`config.mk`:
```
export PLATFORM = sky130hd
export DESIGN_NAME = lff_forwarder
export DESIGN_NICKNAME = d
export VERILOG_FILES = /design/src/rtl/lff_pkg.sv /design/src/rtl/lff_col_classify.sv /design/src/rtl/lff_fault_flag.sv /design/src/rtl/lff_lane_mux.sv /design/src/rtl/lff_forwarder.sv
export SDC_FILE = /design/constraint.sdc
export NUM_CORES = 1
export LEC_CHECK = 0
export BUFFER_PORTS_ARGS = -buffer_cell sky130_fd_sc_hd__buf_2
export CELL_PAD_IN_SITES_DETAIL_PLACEMENT = 0
export CELL_PAD_IN_SITES_GLOBAL_PLACEMENT = 1
export CORE_MARGIN = 2
export CORE_UTILIZATION = 39
export CTS_CLUSTER_DIAMETER = 60
export DETAILED_ROUTE_END_ITERATION = 10
export HOLD_SLACK_MARGIN = 0.08
export PLACE_DENSITY = 0.85
export SYNTH_ARGS = -nofsm -noshare
export SYNTH_HDL_FRONTEND = slang
export SYNTH_SLANG_ARGS = --single-unit
export TNS_END_PERCENT = 5
```
`constraint.sdc`:
```
create_clock -name clk -period 3.2 [get_ports clk]
set_clock_uncertainty 0.15 [all_clocks]
set_input_delay 0.64 -clock clk [delete_from_list [all_inputs] [get_ports clk]]
set_output_delay 0.64 -clock clk [all_outputs]
set_load 0.01 [all_outputs]
```
`src/rtl/lff_pkg.sv`:
```
package lff_pkg;

    // Classification of one incoming column
    typedef enum logic [1:0] {
        COL_NORMAL = 2'd0,
        COL_LF     = 2'd1,
        COL_RF     = 2'd2
    } col_class_e;

    localparam int NUM_KINDS = 2;

endpackage

```
`src/rtl/lff_col_classify.sv`:
```
module lff_col_classify
    import lff_pkg::*;
#(
    parameter int LANES = 4,
    parameter int BYTE_W = 8,
    parameter logic [BYTE_W-1:0] FAULT_CODE = 8'h9C,
    parameter logic [BYTE_W-1:0] FILL_K = 8'hBC,
    parameter logic [BYTE_W-1:0] FILL_R = 8'h7C
) (
    input  logic [LANES*BYTE_W-1:0] data_i,
    input  logic [LANES-1:0]        ctrl_i,
    output col_class_e              class_o
);
    localparam int HALF = LANES / 2;

    logic [LANES-1:0] is_code;
    logic [LANES-1:0] is_fill;

    for (genvar i = 0; i < LANES; i++) begin : g_lane
        logic [BYTE_W-1:0] lane_byte;
        assign lane_byte  = data_i[i*BYTE_W +: BYTE_W];
        assign is_code[i] = ctrl_i[i] && (lane_byte == FAULT_CODE);
        assign is_fill[i] = ctrl_i[i] && (lane_byte == FILL_K || lane_byte == FILL_R);
    end

    logic all_ctrl, lo_code, hi_code, lo_fill, hi_fill;

    always_comb begin
        all_ctrl = &ctrl_i;
        lo_code  = &is_code[HALF-1:0];
        hi_code  = &is_code[LANES-1:HALF];
        lo_fill  = &is_fill[HALF-1:0];
        hi_fill  = &is_fill[LANES-1:HALF];
        if (all_ctrl && lo_code && hi_fill) begin
            class_o = COL_RF;
        end else if (all_ctrl && hi_code && (lo_fill || lo_code)) begin
            class_o = COL_LF;
        end else begin
            class_o = COL_NORMAL;
        end
    end

endmodule

```
`src/rtl/lff_fault_flag.sv`:
```
module lff_fault_flag #(
    parameter int QUIET_CYCLES = 64
) (
    input  logic clk,
    input  logic rst,
    input  logic seen_i,   // this cycle's column is of this kind
    input  logic pair_i,   // and the previous one was too
    output logic flag_o
);
    localparam int CNT_W = $clog2(QUIET_CYCLES + 1);
    localparam logic [CNT_W-1:0] LAST = CNT_W'(QUIET_CYCLES - 1);

    typedef struct packed {
        logic             flag;
        logic [CNT_W-1:0] cnt;
    } flag_st_t;

    flag_st_t st_d, st_q;

    always_comb begin
        st_d = st_q;
        if (seen_i) begin
            st_d.cnt = '0;
            if (pair_i) begin
                st_d.flag = 1'b1;
            end
        end else if (st_q.flag) begin
            if (st_q.cnt == LAST) begin
                st_d.flag = 1'b0;
                st_d.cnt  = '0;
            end else begin
                st_d.cnt = st_q.cnt + 1'b1;
            end
        end
    end

    always_ff @(posedge clk) begin
        if (rst) begin
            st_q <= '0;
        end else begin
            st_q <= st_d;
        end
    end

    assign flag_o = st_q.flag;

endmodule

```
`src/rtl/lff_lane_mux.sv`:
```
module lff_lane_mux #(
    parameter int LANES = 4,
    parameter int BYTE_W = 8,
    parameter logic [BYTE_W-1:0] FAULT_CODE = 8'h9C,
    parameter logic [BYTE_W-1:0] FILL_K = 8'hBC
) (
    input  logic [LANES*BYTE_W-1:0] rx_data_i,
    input  logic [LANES-1:0]        rx_ctrl_i,
    input  logic                    replace_i,
    input  logic                    all_lanes_i,
    output logic [LANES*BYTE_W-1:0] data_o,
    output logic [LANES-1:0]        ctrl_o,
    output logic [LANES*BYTE_W-1:0] pair_pat_o
);
    localparam int HALF = LANES / 2;

    logic [LANES*BYTE_W-1:0] fault_pat;

    for (genvar i = 0; i < LANES; i++) begin : g_lane
        if (i >= HALF) begin : g_hi
            assign fault_pat[i*BYTE_W +: BYTE_W]  = FAULT_CODE;
            assign pair_pat_o[i*BYTE_W +: BYTE_W] = FAULT_CODE;
        end else begin : g_lo
            assign fault_pat[i*BYTE_W +: BYTE_W]  = all_lanes_i ? FAULT_CODE : FILL_K;
            assign pair_pat_o[i*BYTE_W +: BYTE_W] = FILL_K;
        end
    end

    always_comb begin
        if (replace_i) begin
            data_o = fault_pat;
            ctrl_o = '1;
        end else begin
            data_o = rx_data_i;
            ctrl_o = rx_ctrl_i;
        end
    end

endmodule

```
`src/rtl/lff_forwarder.sv`:
```
module lff_forwarder
    import lff_pkg::*;
#(
    parameter int LANES = 4,
    parameter int BYTE_W = 8,
    parameter int QUIET_CYCLES = 64,
    parameter logic [BYTE_W-1:0] FAULT_CODE = 8'h9C,
    parameter logic [BYTE_W-1:0] FILL_K = 8'hBC,
    parameter logic [BYTE_W-1:0] FILL_R = 8'h7C
) (
    input  logic                    clk,
    input  logic                    rst,
    input  logic [LANES*BYTE_W-1:0] rx_data_i,
    input  logic [LANES-1:0]        rx_ctrl_i,
    input  logic                    sig_detect_i,
    input  logic                    below_lf_i,
    input  logic                    los_i,
    input  logic                    lol_i,
    input  logic                    rx_sync_loss_i,
    input  logic                    tx_sync_loss_i,
    input  logic                    cfg_lf_all_i,
    output logic [LANES*BYTE_W-1:0] up_data_o,
    output logic [LANES-1:0]        up_ctrl_o,
    output logic                    local_fault_o,
    output logic                    link_good_o,
    output logic                    rx_lf_seen_o,
    output logic                    rx_rf_seen_o
);
    localparam int DATA_W = LANES * BYTE_W;

    typedef struct packed {
        logic [DATA_W-1:0] data;
        logic [LANES-1:0]  ctrl;
        logic              lf;
        logic              good;
        col_class_e        prev;
    } fwd_st_t;

    fwd_st_t st_d, st_q;

    logic              rx_locked;
    logic              replace;
    col_class_e        cur_class;
    logic [DATA_W-1:0] mux_data;
    logic [LANES-1:0]  mux_ctrl;
    logic [DATA_W-1:0] pair_pat;
    logic [NUM_KINDS-1:0] kind_flag;

    always_comb begin
        rx_locked = sig_detect_i && !los_i && !lol_i && !rx_sync_loss_i;
        replace   = !rx_locked || tx_sync_loss_i;
    end

    lff_col_classify #(
        .LANES(LANES), .BYTE_W(BYTE_W),
        .FAULT_CODE(FAULT_CODE), .FILL_K(FILL_K), .FILL_R(FILL_R)
    ) u_classify (
        .data_i  (rx_data_i),
        .ctrl_i  (rx_ctrl_i),
        .class_o (cur_class)
    );

    lff_lane_mux #(
        .LANES(LANES), .BYTE_W(BYTE_W),
        .FAULT_CODE(FAULT_CODE), .FILL_K(FILL_K)
    ) u_mux (
        .rx_data_i   (rx_data_i),
        .rx_ctrl_i   (rx_ctrl_i),
        .replace_i   (replace),
        .all_lanes_i (cfg_lf_all_i),
        .data_o      (mux_data),
        .ctrl_o      (mux_ctrl),
        .pair_pat_o  (pair_pat)
    );

    for (genvar k = 0; k < NUM_KINDS; k++) begin : g_kind
        col_class_e kind;
        assign kind = (k == 0) ? COL_LF : COL_RF;
        lff_fault_flag #(.QUIET_CYCLES(QUIET_CYCLES)) u_flag (
            .clk    (clk),
            .rst    (rst),
            .seen_i (cur_class == kind),
            .pair_i (st_q.prev == kind),
            .flag_o (kind_flag[k])
        );
    end

    always_comb begin
        st_d      = st_q;
        st_d.data = mux_data;
        st_d.ctrl = mux_ctrl;
        st_d.lf   = replace || below_lf_i;
        st_d.good = rx_locked;
        st_d.prev = cur_class;
    end

    always_ff @(posedge clk) begin
        if (rst) begin
            st_q.data <= pair_pat;
            st_q.ctrl <= '1;
            st_q.lf   <= 1'b1;
            st_q.good <= 1'b0;
            st_q.prev <= COL_NORMAL;
        end else begin
            st_q <= st_d;
        end
    end

    assign up_data_o     = st_q.data;
    assign up_ctrl_o     = st_q.ctrl;
    assign local_fault_o = st_q.lf;
    assign link_good_o   = st_q.good;
    assign rx_lf_seen_o  = kind_flag[0];
    assign rx_rf_seen_o  = kind_flag[1];

endmodule

```
==> run summary <==
The flow ran to the end, and the final reports show no timing, DRC or antenna violations. The number of hold buffers added after CTS is 0, and the minimum hold slack is 0.310 ns. By area the synthesized netlist is led by dfxtp_1 48%, buf_4 12%, nand2b_1 5.7%. The number of endpoints with negative hold slack in the final report was 0. For the wire length of the first global-routing pass, the log shows 7220 um. The tools report the aggregate global routing overflow as 0. The setup TNS is 0 ns. The number of global-route vias before repair was 1,605; the number of cells upsized or downsized after cts was 0.

The fraction of power spent switching nets was 0.213; the time the final worst path needs with I/O delays and setup was 2.07 ns. The number of setup violations in the final report was 0. The async set-reset flop share out of synthesis was 0. The most used flip-flop cell after synthesis is dfxtp_1.

The area of the core is 5820 um2. The final layout contains routed wiring with a total length of 4370 um. The count of input and output buffers is 84. Dividing the detail-routed via count by the number of cells gives 4.56. Overall routing resource usage: 0.142. The placement row count was 28. For the worst flop-to-flop path, the logic depth is 6.

Setup repair after global routing left no endpoint under its margin. Synthesis handed over a netlist of 238 instances. The portion of synthesized cell area occupied by the leading cell type came out at 0.485. The clock passes through at most 2 buffers.

Counting flops and latches in the post-synthesis netlist gives 56. The number of stages on the worst hold path was 2; the count of fill cells added during filler insertion was 597. The tools report the kind of end point of the critical path as a flop. The combinational fraction of design power was 0.053. The tools report the startpoint of the most critical register-to-register path as g_kind[0].u_flag.st_q[0]$_SDFFE_PP0P_.

The share of total power in sequential cells was 0.569; the switching power was 263 uW. The post-CTS clock slew at the launch and capture registers of the worst setup and hold paths was 0.10 ns; the HPWL after detailed placement was 3360 um. In this run the critical register-to-register path is captured at g_kind[0].u_flag.st_q[5]$_SDFFE_PP0P_. The setup fix buffers added after clock tree synthesis came out at 0.

In this run the power density over the cells is 467 nW/um2. In this run the mean area of a mapped cell was 9.72 um2. In this run the most critical hold path is launched from g_kind[0].u_flag.st_q[6]$_SDFFE_PP0P_. The first routing iteration left 56 violations.

VDD sags by at most 219 uV. The routed length per instance was 12.0 um. The area added between synthesis and finish came out at 14.2%.

The logs give 0.485 for the share of the yosys chip area belonging to registers and 0.00105 uW for the leakage component of the power. By startpoint and endpoint, the worst setup path is classified as primary input to flop. The max-slew violation count was 0; the arrival time reported for the critical path endpoint was 2.12 ns. Instance area after placement: 2530 um2. In the final design database the tool counted 334 nets. The area enclosed by the die boundary is 6560 um2, and the routed via count is 1,657. For the worst relative slew slack, the log shows 0.683. Post-layout instance area: 2640 um2.

For the maximum operating frequency, the log shows 483 MHz. The post-route DRC violation count is 0. The run gives 5 as the number of buffers added by the clock tree synthesis step. In this run the clock root is driven by a clkbuf_8. For this run, the detailed router's first-pass iteration total came to 4. The fraction of final layout cells sized beyond drive strength 1 came out at 0.344.

Counting flops with a built-in enable in the synthesized netlist gives 0. TritonCTS built the clock tree. Pin placement for this block handled 85 I/O pins. The logs give 3.25 ns for the required arrival time at the worst endpoint and 0 for the final antenna diode count.

The number of sinks driven by the clock tree was 56; the clock share of power was 0.379. The type of the tightest min-delay check is flop to flop. The y dimension of the die is 81 um, and the die extent in x is 81 um. The internal portion of the total power is 971 uW.

The worst setup path is launched from a primary input. CTS built an H-tree with a depth of 2. The number of antenna violations at the first check in global routing came out at 0.

The path with the worst hold slack has its endpoint at g_kind[0].u_flag.st_q[6]$_SDFFE_PP0P_. Summed over all instances, the cell type with the most area after synthesis is dfxtp_1. The logs give 34 for the post-synthesis cell type count and 1.50 ns for the register-to-register setup slack. Timing analysis after detailed placement gives a worst setup slack of 0.784 ns. The number of nets handed over by synthesis was 285.

The worst setup slack after layout is 1.13 ns, and the cell area after synthesis is 2310 um2. The critical-path maximum fanout was 7; the largest net degree at the start of global routing was 36. The tool flagged a number of max-cap violations equal to 0. The post-route fraction of the period consumed by the critical path was 0.648; the actual slew at the worst max-slew pin was 0.472 ns.

The congestion estimate from routability-driven global placement came to 0.789. Clock latency on the worst-skew pair, taken at its later pin, is 0.30 ns. The detail route stage leaves a number of antenna-violating nets equal to 0. The initial standard-cell utilization of the core was 0.398. The Yosys step of the flow raised 0 warnings.
-- per-layer routing --
layer  vias up  global-route usage  wire, um
met5         -                   0         0
met1       740               0.162      1920
met3        11              0.0344       251
li1        850                   -         -
met2        56               0.252      2070
met4         0              0.0610       120
-- sequential cells by signal (all words and copies together) (netlist names) --
| name | cells |
|---|---|
| up_data_o | 32 |
| g_kind.u_flag.st_q | 14 |
| up_ctrl_o | 4 |
| g_kind.u_flag.flag_o | 2 |
| st_q | 2 |
| link_good_o | 1 |
| local_fault_o | 1 |
-- layout by cell type, fill, tap and decap left out, types with 3 or more instances in the layout --
master    netlist  final
nand2b_1       21     21
nand4b_1        3      3
nor4_1          4      4
inv_1           5      5
nand3b_1        3      3
o21ai_0         5      5
nand4_1         7      7
nand2_1        14     14
xor2_1          7      7
and2_1         15     15
nor3_1          5      5
buf_2           0     84
clkbuf_8        0      5
a21oi_1         6      6
nand3_1         4      4
nor2_1         17     17
dfxtp_1        56     56
-- cell families after synthesis --
family / share of synthesized area
compound gates: 0.0422
simple gates: 0.278
fa+ha+maj: 0.0108
mux: 0.00866
flops: 0.485
buf+inv: 0.141
xor+xnor: 0.0341
-- cells in the mapped netlist (all sizes together), types with 4 or more instances --
library cell and n:
buf 38, inv 5, and2 15, nor4 5
nand4 7, nand2 14, dfxtp 56, clkbuf 5
nand2b 21, xor2 7, nor3 6, nor2 17
o21ai 5, nand3 4, a21oi 6
-- critical path, stage by stage --
cell       delay (ns)
buf_2            0.10
nand4b_1         0.19
or4_4            0.56
a2111oi_4        0.27
or2_1            0.28
nor2_1           0.08
-- power groups by stage --
stage	clock network (uW)	registers (uW)	logic, uW
after global routing	512	702	72.8
after CTS	476	702	65.8
final	467	702	65.2
after global placement	0	718	65.5
after floorplan	0	718	29.4
after detailed placement	0	718	65.7
-- through the flow --
| stage | utilization | instances | power (uW) |
|---|---|---|---|
| 3_5_place_dp | 0.434 | 355 | 783 |
| 3_3_place_gp | 0.434 | 355 | 783 |
| 4_1_cts | 0.454 | 363 | 1240 |
| 6_report | 0.454 | 363 | 1230 |
| 5_1_grt | 0.454 | 363 | 1290 |
| 2_1_floorplan | - | 238 | 747 |
-- area by class of cell --
cell class                      instances  area (um2)  area share
Sequential cell                        56        1120       0.424
Multi-Input combinational cell        134         865       0.327
Timing Repair Buffer                   85         428       0.162
Tap cell                               75        93.8      0.0355
Clock buffer                            5        68.8      0.0261
Clock inverter                          3        46.3      0.0175
Inverter                                5        18.8     0.00711
-- how the worst max path moves through the flow --
stage	start	end	depth (start not counted)
after floorplan	rx_data_i[25]	g_kind[0].u_flag.st_q[0]$_SDFFE_PP0P_	6
after global placement	rx_data_i[24]	g_kind[0].u_flag.st_q[3]$_SDFFE_PP0P_	6
after detailed placement	rx_data_i[5]	g_kind[1].u_flag.st_q[4]$_SDFFE_PP0P_	6
after global routing	rx_data_i[5]	g_kind[1].u_flag.st_q[4]$_SDFFE_PP0P_	6
final	rx_data_i[24]	g_kind[0].u_flag.st_q[2]$_SDFFE_PP0P_	6
after CTS	rx_data_i[5]	g_kind[1].u_flag.st_q[5]$_SDFFE_PP0P_	6
Note: power is estimated with default switching activity, not from simulation.
